==> src/rtl/adc_fe_pkg.sv <==
package adc_fe_pkg;

   localparam int BUS_W = 16;

   // register byte offsets
   localparam int OFS_START = 'h00;
   localparam int OFS_CFG2  = 'h02;
   localparam int OFS_STAT  = 'h04;
   localparam int OFS_DATA  = 'h10;

   // status bit positions
   localparam int ST_PEND  = 8;
   localparam int ST_FULL  = 4;
   localparam int ST_HALF  = 3;
   localparam int ST_EMPTY = 2;
   localparam int ST_LFULL = 1;

   // second configuration register bit positions
   localparam int CF_QUEUE_EN = 10;
   localparam int CF_LIST_EN  = 9;

   typedef enum logic [1:0] {
      TRIG_OFF  = 2'd0,
      TRIG_SW   = 2'd1,
      TRIG_SCAN = 2'd2,
      TRIG_EXT  = 2'd3
   } trig_mode_e;

   typedef struct packed {
      logic       diff;
      logic       unipolar;
      logic [1:0] gain;
      logic [3:0] chan;
   } list_entry_t;

endpackage

==> src/rtl/adc_sample_fifo.sv <==
module adc_sample_fifo #(
   parameter int W     = 12,
   parameter int DEPTH = 16
) (
   input  logic         clk,
   input  logic         rst_n,
   input  logic         clr,
   input  logic         push,
   input  logic [W-1:0] din,
   input  logic         pop,
   output logic [W-1:0] dout,
   output logic         full,
   output logic         half,
   output logic         empty
);
   localparam int  AW   = (DEPTH > 1) ? $clog2(DEPTH) : 1;
   localparam int  CW   = $clog2(DEPTH + 1);
   localparam bit  POW2 = (DEPTH == (1 << AW));

   generate
      if (DEPTH < 2) begin : g_bad_depth
         $error("adc_sample_fifo: DEPTH must be at least 2");
      end
   endgenerate

   logic [W-1:0]  mem [DEPTH];
   logic [AW-1:0] wp, rp, wp_nx, rp_nx;
   logic [CW-1:0] cnt;
   logic          push_ok, pop_ok;

   assign pop_ok  = pop && (cnt != '0);
   assign push_ok = push && ((cnt != CW'(DEPTH)) || pop_ok);

   generate
      if (POW2) begin : g_wrap_nat
         assign wp_nx = wp + AW'(1);
         assign rp_nx = rp + AW'(1);
      end else begin : g_wrap_cmp
         assign wp_nx = (wp == AW'(DEPTH - 1)) ? '0 : wp + AW'(1);
         assign rp_nx = (rp == AW'(DEPTH - 1)) ? '0 : rp + AW'(1);
      end
   endgenerate

   always_ff @(posedge clk) begin
      if (push_ok && !clr) mem[wp] <= din;
   end

   always_ff @(posedge clk) begin
      if (!rst_n || clr) begin
         wp  <= '0;
         rp  <= '0;
         cnt <= '0;
      end else begin
         if (push_ok) wp <= wp_nx;
         if (pop_ok)  rp <= rp_nx;
         case ({push_ok, pop_ok})
            2'b10:   cnt <= cnt + CW'(1);
            2'b01:   cnt <= cnt - CW'(1);
            default: cnt <= cnt;
         endcase
      end
   end

   assign dout  = mem[rp];
   assign full  = (cnt == CW'(DEPTH));
   assign half  = (cnt >= CW'(DEPTH / 2));
   assign empty = (cnt == '0);


   no_overflow_chk: assert property (@(posedge clk) disable iff (!rst_n)
      cnt <= CW'(DEPTH));


   full_hold_chk: assert property (@(posedge clk) disable iff (!rst_n)
      (full && push && !pop && !clr) |=> full);


   clear_empty_chk: assert property (@(posedge clk) disable iff (!rst_n)
      clr |=> empty);

endmodule

==> src/rtl/adc_chan_list.sv <==
module adc_chan_list #(
   parameter int EW    = 8,
   parameter int DEPTH = 16
) (
   input  logic          clk,
   input  logic          rst_n,
   input  logic          clr,
   input  logic          wr,
   input  logic [EW-1:0] wdata,
   input  logic          adv,
   output logic [EW-1:0] cur,
   output logic          empty,
   output logic          full
);
   localparam int AW = (DEPTH > 1) ? $clog2(DEPTH) : 1;
   localparam int CW = $clog2(DEPTH + 1);

   generate
      if (DEPTH < 2) begin : g_bad_depth
         $error("adc_chan_list: DEPTH must be at least 2");
      end
   endgenerate

   logic [EW-1:0] mem [DEPTH];
   logic [CW-1:0] cnt;
   logic [AW-1:0] idx;
   logic          wr_ok, last;

   assign wr_ok = wr && !full && !clr;
   assign last  = (CW'(idx) == cnt - CW'(1));

   always_ff @(posedge clk) begin
      if (wr_ok) mem[cnt[AW-1:0]] <= wdata;
   end

   always_ff @(posedge clk) begin
      if (!rst_n || clr) begin
         cnt <= '0;
         idx <= '0;
      end else begin
         if (wr_ok) cnt <= cnt + CW'(1);
         if (adv && !empty) idx <= last ? '0 : idx + AW'(1);
      end
   end

   assign cur   = mem[idx];
   assign empty = (cnt == '0);
   assign full  = (cnt == CW'(DEPTH));


   idx_range_chk: assert property (@(posedge clk) disable iff (!rst_n)
      !empty |-> (CW'(idx) < cnt));


   wrap_chk: assert property (@(posedge clk) disable iff (!rst_n)
      (adv && !empty && last && !clr) |=> (idx == '0));

endmodule

==> src/rtl/adc_conv_stub.sv <==
module adc_conv_stub #(
   parameter int W   = 12,
   parameter int LAT = 4
) (
   input  logic         clk,
   input  logic         rst_n,
   input  logic         start,
   input  logic [W-1:0] level,
   output logic         busy,
   output logic         done,
   output logic [W-1:0] raw
);
   localparam int CNTW = (LAT > 1) ? $clog2(LAT) : 1;
   localparam logic [W-1:0] MSB_FLIP = {1'b1, {(W-1){1'b0}}};

   generate
      if (LAT < 1) begin : g_bad_lat
         $error("adc_conv_stub: LAT must be at least 1");
      end
   endgenerate

   logic [CNTW-1:0] cnt;

   always_ff @(posedge clk) begin
      if (!rst_n) begin
         busy <= 1'b0;
         cnt  <= '0;
         raw  <= '0;
      end else if (start && !busy) begin
         busy <= 1'b1;
         cnt  <= CNTW'(LAT - 1);
         raw  <= level ^ MSB_FLIP;
      end else if (busy) begin
         if (cnt == '0) busy <= 1'b0;
         else           cnt  <= cnt - CNTW'(1);
      end
   end

   assign done = busy && (cnt == '0);


   start_busy_chk: assert property (@(posedge clk) disable iff (!rst_n)
      (start && !busy) |=> busy);


   done_idle_chk: assert property (@(posedge clk) disable iff (!rst_n)
      done |=> !busy);


   busy_raw_stable_chk: assert property (@(posedge clk) disable iff (!rst_n)
      (busy && $past(busy)) |-> $stable(raw));

endmodule

==> src/rtl/adc_seq_front.sv <==
module adc_seq_front
   import adc_fe_pkg::*;
#(
   parameter int ADDR_W     = 6,
   parameter int SAMPLE_W   = 12,
   parameter int FIFO_DEPTH = 16,
   parameter int LIST_DEPTH = 16,
   parameter int CONV_LAT   = 4
) (
   input  logic                clk,
   input  logic                rst_n,
   input  logic [ADDR_W-1:0]   bus_addr,
   input  logic                bus_rd,
   input  logic                bus_wr,
   input  logic [15:0]         bus_wdata,
   output logic [15:0]         bus_rdata,
   input  logic [SAMPLE_W-1:0] ana_level,
   output logic                conv_busy_o,
   output logic [3:0]          conv_chan_o,
   output logic [1:0]          conv_gain_o,
   output logic                conv_unipolar_o,
   output logic                conv_diff_o
);
   localparam int EW = $bits(list_entry_t);

   generate
      if (SAMPLE_W > BUS_W) begin : g_bad_sw
         $error("adc_seq_front: SAMPLE_W wider than the bus");
      end
      if (ADDR_W < 5) begin : g_bad_aw
         $error("adc_seq_front: ADDR_W too narrow for the register offsets");
      end
   endgenerate

   // address decode
   logic at_start, at_cfg2, at_stat, at_data;
   assign at_start = (bus_addr == ADDR_W'(OFS_START));
   assign at_cfg2  = (bus_addr == ADDR_W'(OFS_CFG2));
   assign at_stat  = (bus_addr == ADDR_W'(OFS_STAT));
   assign at_data  = (bus_addr == ADDR_W'(OFS_DATA));

   trig_mode_e  mode_q;
   logic        queue_en, list_en;
   logic        pend_q, half_q;
   list_entry_t entry_q;

   logic             list_empty, list_full;
   logic [EW-1:0]    list_cur;
   logic             fifo_full, fifo_half, fifo_empty;
   logic [SAMPLE_W-1:0] fifo_dout, conv_raw;
   logic             conv_busy, conv_done;
   logic             start_rd, start_go, data_rd, pend_clr, half_rise;

   assign start_rd  = bus_rd && at_start;
   assign start_go  = start_rd && (mode_q == TRIG_SW) && !list_empty && !conv_busy;
   assign data_rd   = bus_rd && at_data && queue_en;
   assign pend_clr  = bus_wr && at_stat;
   assign half_rise = fifo_half && !half_q;

   always_ff @(posedge clk) begin
      if (!rst_n) begin
         mode_q   <= TRIG_OFF;
         queue_en <= 1'b0;
         list_en  <= 1'b0;
         pend_q   <= 1'b0;
         half_q   <= 1'b0;
         entry_q  <= '0;
      end else begin
         if (bus_wr && at_start) mode_q <= trig_mode_e'(bus_wdata[1:0]);
         if (bus_wr && at_cfg2) begin
            queue_en <= bus_wdata[CF_QUEUE_EN];
            list_en  <= bus_wdata[CF_LIST_EN];
         end
         half_q <= fifo_half;
         pend_q <= half_rise | (pend_q & ~pend_clr);
         if (start_go) entry_q <= list_entry_t'(list_cur);
      end
   end

   adc_chan_list #(.EW(EW), .DEPTH(LIST_DEPTH)) list_i (
      .clk   (clk),
      .rst_n (rst_n),
      .clr   (!list_en),
      .wr    (bus_wr && at_data),
      .wdata (bus_wdata[EW-1:0]),
      .adv   (start_go),
      .cur   (list_cur),
      .empty (list_empty),
      .full  (list_full)
   );

   adc_conv_stub #(.W(SAMPLE_W), .LAT(CONV_LAT)) conv_i (
      .clk   (clk),
      .rst_n (rst_n),
      .start (start_go),
      .level (ana_level),
      .busy  (conv_busy),
      .done  (conv_done),
      .raw   (conv_raw)
   );

   adc_sample_fifo #(.W(SAMPLE_W), .DEPTH(FIFO_DEPTH)) fifo_i (
      .clk   (clk),
      .rst_n (rst_n),
      .clr   (!queue_en),
      .push  (conv_done),
      .din   (conv_raw),
      .pop   (data_rd),
      .dout  (fifo_dout),
      .full  (fifo_full),
      .half  (fifo_half),
      .empty (fifo_empty)
   );

   logic [15:0] stat_w;
   always_comb begin
      stat_w           = '0;
      stat_w[ST_PEND]  = pend_q;
      stat_w[ST_FULL]  = fifo_full;
      stat_w[ST_HALF]  = fifo_half;
      stat_w[ST_EMPTY] = fifo_empty;
      stat_w[ST_LFULL] = list_full;
   end

   always_comb begin
      bus_rdata = '0;
      if (at_stat)                   bus_rdata = stat_w;
      else if (at_data && !fifo_empty) bus_rdata = BUS_W'(fifo_dout);
   end

   assign conv_busy_o     = conv_busy;
   assign conv_chan_o     = entry_q.chan;
   assign conv_gain_o     = entry_q.gain;
   assign conv_unipolar_o = entry_q.unipolar;
   assign conv_diff_o     = entry_q.diff;

   logic unused_wbits;
   assign unused_wbits = ^{bus_wdata[15:11], bus_wdata[8]};


   empty_list_start_chk: assert property (@(posedge clk) disable iff (!rst_n)
      (start_rd && list_empty && !conv_busy) |=> !conv_busy);


   mode_gate_chk: assert property (@(posedge clk) disable iff (!rst_n)
      (start_rd && (mode_q != TRIG_SW) && !conv_busy) |=> !conv_busy);


   list_clear_chk: assert property (@(posedge clk) disable iff (!rst_n)
      !list_en |=> list_empty);


   pend_set_chk: assert property (@(posedge clk) disable iff (!rst_n)
      $rose(fifo_half) |=> pend_q);


   pend_hold_chk: assert property (@(posedge clk) disable iff (!rst_n)
      (pend_q && !pend_clr) |=> pend_q);

endmodule

==> config.mk <==
export PLATFORM = sky130hd
export DESIGN_NAME = adc_seq_front
export DESIGN_NICKNAME = d
export VERILOG_FILES = /design/src/rtl/adc_fe_pkg.sv /design/src/rtl/adc_sample_fifo.sv /design/src/rtl/adc_chan_list.sv /design/src/rtl/adc_conv_stub.sv /design/src/rtl/adc_seq_front.sv
export SDC_FILE = /design/constraint.sdc
export NUM_CORES = 1
export LEC_CHECK = 0
export CELL_PAD_IN_SITES_DETAIL_PLACEMENT = 0
export CELL_PAD_IN_SITES_GLOBAL_PLACEMENT = 2
export CORE_MARGIN = 3
export CORE_UTILIZATION = 50
export CTS_CLUSTER_SIZE = 28
export DETAILED_ROUTE_END_ITERATION = 10
export PLACE_DENSITY_LB_ADDON = 0.1
export SYNTH_ARGS = -nofsm -noshare
export SYNTH_HDL_FRONTEND = slang
export SYNTH_SLANG_ARGS = --single-unit
==> constraint.sdc <==
create_clock -name clk -period 8.43 [get_ports clk]
set_input_delay 1.2645 -clock clk [delete_from_list [all_inputs] [get_ports clk]]
set_output_delay 1.2645 -clock clk [all_outputs]
set_load 0.005 [all_outputs]
Yosys cells after proc, flatten, opt, wreduce, memory -nomap -nowiden
Memory sizes are Yosys's and may differ from the RTL's. A register that Yosys moved wholly into a read port is not among the register bits. Index checks and enable logic that the tools add are counted.

$add $sub $neg: 8. Order comparisons: 1. Equal/unequal tests: 11. Multiplexer cells: 16. Bitwise operators: 4. Reduce and logical (&&, ||, !) cells: 40.

Operators with widths (number): 12-bit two-way mux (2); 1-bit logical AND (20); 4-bit by 1-bit adder with 4-bit output (second input constant) (3); 4-bit two-way mux (3); 5-bit by 1-bit adder with 5-bit output (second input constant) (2); 5-bit equality test (second input constant) (2); 5-bit zero test (2); 5-bit one-hot mux with 2 select lines (1); 5-bit by 1-bit subtractor with 5-bit output (second input constant) (2); 1-bit zero test (9); 1-bit two-way mux (7); 6-bit by 2-bit equality test with 1-bit output (second input constant) (1); 6-bit by 3-bit equality test with 1-bit output (second input constant) (1); 6-bit by 5-bit equality test with 1-bit output (second input constant) (1); 6-bit zero test (1); 2-bit two-way mux (3); 4-bit by 5-bit equality test with 1-bit output (1); 5-bit by 4-bit greater-or-equal comparator with 1-bit output (second input constant) (1); 5-bit != test (second input constant) (1); 5-bit nonzero test (1); 2-bit by 1-bit equality test with 1-bit output (second input constant) (2); 2-bit nonzero test (2); 1-bit logical OR (3); 2-bit equality test (second input constant) (1); other kinds (7) (8).

Flip-flop bits (word level): 43. Memory bits (writable): 320. Input bits: 38. Output and inout port bits: 25. Logic and storage cells: 95. Memories: 2.

Memory list: fifo_i.mem (depth 16, bits a word 12, read ports 1, clocked after memory_dff 1, wr ports 1, RTL line adc_sample_fifo.sv:26) `logic [W-1:0] mem [DEPTH];`; list_i.mem (depth 16, bits a word 8, read ports 1, clocked after memory_dff 1, wr ports 1, RTL line adc_chan_list.sv:24) `logic [EW-1:0] mem [DEPTH];`.

Longest topological paths before layout
Depth after elaboration: 9. Mapped depth: 14. Depth with buffers taken out: 13.

Cells and area by module
From an unflattened synthesis, not the netlist that was laid out.

Cells, all modules: 882. Area total of the unflattened synthesis: 15184.6 um^2.

Modules (own cells, without submodules): adc_sample_fifo (instances 1, cells each 429, area each 8240.4 um^2, seq. area each 6105.9 um^2); adc_chan_list (instances 1, cells each 292, area each 5534.1 um^2, seq. area each 4103.9 um^2); adc_seq_front (instances 1, cells each 95, area each 822.0 um^2, seq. area each 280.3 um^2); adc_conv_stub (instances 1, cells each 66, area each 588.1 um^2, seq. area each 300.3 um^2).

Worst setup path after synthesis
Ideal clock, no wire load.

Path type: in2reg. Start point: input bus_addr[1]. End point: register fifo_i.cnt[4]. Library setup time: 0.070 ns. Arrival time: 4.135 ns. Required time: 8.360 ns. Path slack: 4.225 ns. Stages on the path: 13. Path buffers: 1. Cell sequence: or3_4 -> or3_4 -> a31oi_4 -> buf_6 -> inv_1 -> ha_1 -> xor2_1 -> ha_1 -> a211o_1 -> a211oi_1 -> a221oi_1 -> or3_1 -> a21oi_1.

Word-level cells in the longest chain between the ends: 8. Elaborated cells on any way between the ends: 10. Classes of those cells: eq/ne (3); mux (1); reduce/logical (6).

Ends and longest elaborated chain: start: declaration (RTL line adc_seq_front.sv:12) `input logic [ADDR_W-1:0] bus_addr,`; 6-bit by 5-bit equality test with 1-bit output (*) (RTL line adc_seq_front.sv:40) `assign at_data = (bus_addr == ADDR_W'(OFS_DATA));`; 1-bit logical AND (*) (2 in series) (RTL line adc_seq_front.sv:56) `assign data_rd = bus_rd && at_data && queue_en;`; 1-bit logical AND (*) (RTL line adc_sample_fifo.sv:31) `assign pop_ok = pop && (cnt != '0);`; 1-bit logical OR (RTL line adc_sample_fifo.sv:32) `assign push_ok = push && ((cnt != CW'(DEPTH)) || pop_ok);`; 1-bit logical AND (RTL line adc_sample_fifo.sv:32); 2-bit by 1-bit equality test with 1-bit output or 2-bit equality test (tied branches) (RTL line adc_sample_fifo.sv:56) `case ({push_ok, pop_ok})`; 5-bit one-hot mux with 2 select lines or 2-bit nonzero test (tied branches); end signal: assignment (RTL line adc_sample_fifo.sv:57) `2'b10: cnt <= cnt + CW'(1);`; end signal: assignment (RTL line adc_sample_fifo.sv:58) `2'b01: cnt <= cnt - CW'(1);`; end signal: assignment (RTL line adc_sample_fifo.sv:59) `default: cnt <= cnt;`; end: declaration (RTL line adc_sample_fifo.sv:28) `logic [CW-1:0] cnt;`.

Mark *: on every way between the ends. The rest lies on a longest branch, timed or not. A chain may end at the register's enable or synchronous reset.

Final worst setup path
Start point: input bus_addr[4]. End point: output bus_rdata[10].

Word-level cells in the longest chain between the ends: 4. Elaborated cells on any way between the ends: 5. Classes of those cells: eq/ne (2); mux (2); reduce/logical (1).

Ends and longest elaborated chain: 6-bit by 5-bit equality test with 1-bit output (RTL line adc_seq_front.sv:40); 1-bit logical AND (RTL line adc_seq_front.sv:128) `else if (at_data && !fifo_empty) bus_rdata = BUS_W'(fifo_dout);`; 12-bit two-way mux (RTL line adc_seq_front.sv:128); 12-bit two-way mux (*) (RTL line adc_seq_front.sv:127) `if (at_stat) bus_rdata = stat_w;`; end: declaration (RTL line adc_seq_front.sv:16) `output logic [15:0] bus_rdata,`.

Marks and branches as above.

==> run summary <==
The final-report hold violation count is 0, and the highest ir drop seen on vdd is 0.164 mV. For this run, the leading register cell type out of synthesis is sky130_fd_sc_hd__edfxtp_1. OpenSTA, run right after detailed placement, puts the worst setup slack at 3.27 ns. The tools report the number of routed nets with antenna violations as 0.

The run gives 0 as the initial antenna violation count. Buffers placed on the I/O ports in this run total 52. The share of synthesized cell area in and, or, nand and nor gates was 6.66%; the mux cell area share after synthesis was 14.2%.

The tools report the DRC violation count after routing as 0. In this run the power density over the cells is 212 nW/µm². The run gives 0 as the buffer count from post-CTS setup fixing.

The clock period minus final worst setup slack came out at 5.16 ns. The tools report the endpoint of the worst register-to-register path as fifo_i.cnt[4]. The tools report the number of instances resized during post-cts repair as 0. The tools report the count of synthesis-stage warnings from yosys as 0. The worst hold path startpoint was conv_chan_o[0]. The worst hold path passes through 2 cells. The CTS H-tree depth was 2.

Measured along the y axis, the die boundary spans 179 µm. The post-synthesis cell count was 843; the max-slew violation count was 0. Net switching is 19.0% of the power. The min-delay analysis places its worst path in the category reg2reg. The part of the cycle the worst path needs was 61.2%; the routability congestion estimate was 0.787.

The post-detailed-route wirelength per cell was 23.5 µm; the average instance area after synthesis was 17.8 µm². The floorplan step defined a die boundary enclosing 32,100 µm². The tools report the startpoint of the worst register-to-register path as fifo_i.cnt[1]. The netlist uses 60 different library cells. The worst setup slack for register-to-register paths came out at 4.77 ns. The run finished with clean final reports. The total overflow left after global routing is 0. In the post-synthesis netlist, the biggest area contributors are sky130_fd_sc_hd__edfxtp_1 (64%), sky130_fd_sc_hd__mux4_2 (12%), sky130_fd_sc_hd__dfxtp_1 (7.3%). The number of buffers inserted by hold repair at cts is 0, and the layout overhead on the synthesized area is 13.7%. Max-cap violations in this run came to 0.

The layout cell share with drive strength beyond 1 works out to 18.4%. The number of vias after detailed routing came out at 7,566. The sort of element at the end of the critical path was a primary output. Summing the areas of all xor and xnor instances in the mapped netlist gives 1.05% of the synthesized area.

The run gives 2.93 mW as the internal power consumption. STA puts the critical path data arrival time at 3.90 ns. TritonCTS built the clock tree.

The run gives 29,200 µm² as the floorplan core area. The number of enable flip-flop cells after synthesis is 320, and the I/O pin total is 63. For the number of endpoints failing setup at the final stage, the log shows 0.

For the pin with the worst max-slew slack, the measured transition is 1.21 ns. The top cell type by area accounts for 64.0% of the synthesized area. In this run the cell area measured after placement is 15,900 µm².

The total wire length is 30,900 µm, and the worst max-slew margin expressed relative to the limit is 19.1%. The logs give 19.9% for the global-route total usage across every layer and 47,000 µm for the first-pass GRT wire length. The fraction of power consumed by sequential logic was 55.1%; the post-synthesis adder-cell area fraction was 1.33%. The mapped netlist covers 15,000 µm². Sequential cells were found to cover 71.4% of the synthesized design area.

Once routing completed, OpenROAD measured the worst setup slack at 3.27 ns. The tools report the clock latency on the worst-skew pair as 0.53 ns. The number of global-route vias before repair was 7,812. On the final layout, the worst clock skew is 0.0150 ns. The share of synthesized registers carrying an async set or reset works out to 0%.

Largest fanout on the critical path: 16. The die is 179 µm wide. The tools report the initial DRC count as 557.

The startpoint type of the worst setup path was an input pin. The run gives 0 as the antenna diode count. The most common cell in the synthesized netlist is sky130_fd_sc_hd__edfxtp_1.

Once the floorplan was initialized, standard cells occupied 51.4% of the core. The run gives 7.17 ns as the required time of the critical path. The path with the worst hold slack has its endpoint at conv_chan_o[0]. In the routed layout, each cell is associated on average with a via count of 5.75.

After synthesis, the largest family of logic cells by area is multiplexers. The power share of the clock group is 44.1%, and the register clock-pin slew on the reported worst setup and hold paths is 0.06 ns. The worst register-to-register path has a depth of 11.

The cell area after layout came out at 17,100 µm². The logs give 687 µW for the power dissipated by switching net loads and 0.9% for the combinational power share. For the final routed database, the setup TNS stands at 0 ns. For the HPWL after detailed placement, the log shows 19,200 µm. The number of clock sinks seen by CTS came out at 375. The complex-gate fraction of the synthesized area was 3.46%. The tree is rooted in a sky130_fd_sc_hd__clkbuf_16. After the last flow step, the layout net total stands at 957.

Total CTS buffers: 38. Of all cell types, the one taking the most synthesized area is sky130_fd_sc_hd__edfxtp_1. The tools report the pin count of the biggest net entering global routing as 39. The commonest cells after synthesis are sky130_fd_sc_hd__edfxtp_1 (320), sky130_fd_sc_hd__mux4_2 (80), sky130_fd_sc_hd__dfxtp_1 (55), sky130_fd_sc_hd__nor2_1 (51), sky130_fd_sc_hd__nand2_1 (44). Row generation in the floorplan step produced 62 rows. The longest clock path from root to sink contains 3 buffers.

Setup repair after global routing left no endpoint under its margin. The number of storage elements in the synthesis netlist was 375. The critical path in this run is classified as in2out. The leakage dissipation was 5.77 nW; the count of TritonRoute iterations in the first routing pass was 5. Derived from the worst setup path, the maximum achievable clock frequency is 194 MHz.
-- registers in the layout, summed over array words and instances (netlist names), 4 cells and up, named ones only --
name	flops
list_i.mem	128
fifo_i.wp	4
fifo_i.mem	192
fifo_i.rp	4
list_i.cnt	5
conv_i.raw	12
conv_chan_o	4
list_i.idx	4
fifo_i.cnt	5
-- cell type report --
type / instances / area (µm²)
timing repair buffer: 62 / 596
sequential: 375 / 10700
fill: 2192 / 12100
clock inverter: 17 / 151
multi-input combinational: 415 / 4050
tap: 384 / 480
clock buffer: 51 / 1030
inverter: 11 / 41.3
-- critical path, cell delays in order --
cell and delay, ns:
sky130_fd_sc_hd__clkdlybuf4s50_1 0.50, sky130_fd_sc_hd__or3b_4 0.42, sky130_fd_sc_hd__a211o_2 0.48, sky130_fd_sc_hd__nor4_1 0.61, sky130_fd_sc_hd__clkdlybuf4s50_1 0.61
-- metal layers --
metal	track usage, %	wire length (µm)	up-vias	part of all wire [%]
met2	34.1	15800	156	51
met3	3.28	1130	51	3.7
met4	4.83	618	0	2.0
li1	-	-	3472	-
met1	26.8	13300	3887	43
met5	0	0	-	0
-- layout by cell type (no fill, tap or decap), types with 12 or more instances in the layout --
cell / count
sky130_fd_sc_hd__dfxtp_1: 52
sky130_fd_sc_hd__clkbuf_16: 39
sky130_fd_sc_hd__edfxtp_1: 320
sky130_fd_sc_hd__nand3_1: 20
sky130_fd_sc_hd__and3_1: 12
sky130_fd_sc_hd__a21boi_0: 13
sky130_fd_sc_hd__clkdlybuf4s50_1: 52
sky130_fd_sc_hd__nor2_1: 51
sky130_fd_sc_hd__mux4_2: 80
sky130_fd_sc_hd__nand2_1: 44
sky130_fd_sc_hd__mux2i_1: 29
sky130_fd_sc_hd__ha_1: 16
-- kinds of logic after synthesis --
family / count (synthesis)
buffers and inverters: 56
other: 1
adder cells (fa/ha/maj): 16
flip-flops: 375
AO/OA/AOI/OAI: 70
multiplexers: 113
AND/OR/NAND/NOR: 194
XOR/XNOR: 18
-- power groups by stage --
stage / logic [mW] / registers [mW] / clock network (mW)
5_1_grt: 0.0348 / 1.99 / 1.71
4_1_cts: 0.0323 / 1.99 / 1.63
3_5_place_dp: 0.0322 / 2.03 / 0
3_3_place_gp: 0.0308 / 2.03 / 0
6_report: 0.0321 / 1.99 / 1.60
2_1_floorplan: 0.00765 / 2.03 / 0
-- through the flow --
step	util, %	std cells	total power, mW	hold slack [ns]
2_1_floorplan	-	846	2.04	0.476
3_3_place_gp	54.4	1247	2.06	0.489
3_5_place_dp	54.4	1247	2.07	0.495
4_1_cts	58.5	1315	3.66	0.510
5_1_grt	58.5	1315	3.73	0.553
6_report	58.5	1315	3.62	0.492
-- worst max path at each step --
stage	start	to	depth (start not counted)
2_1_floorplan	bus_addr[1]	fifo_i.cnt[4]	13
3_3_place_gp	bus_addr[4]	bus_rdata[10]	5
3_5_place_dp	bus_addr[4]	bus_rdata[10]	5
4_1_cts	bus_addr[4]	bus_rdata[10]	5
5_1_grt	bus_addr[4]	bus_rdata[10]	5
6_report	bus_addr[4]	bus_rdata[10]	5
Note: power is estimated with default switching activity, not from simulation.
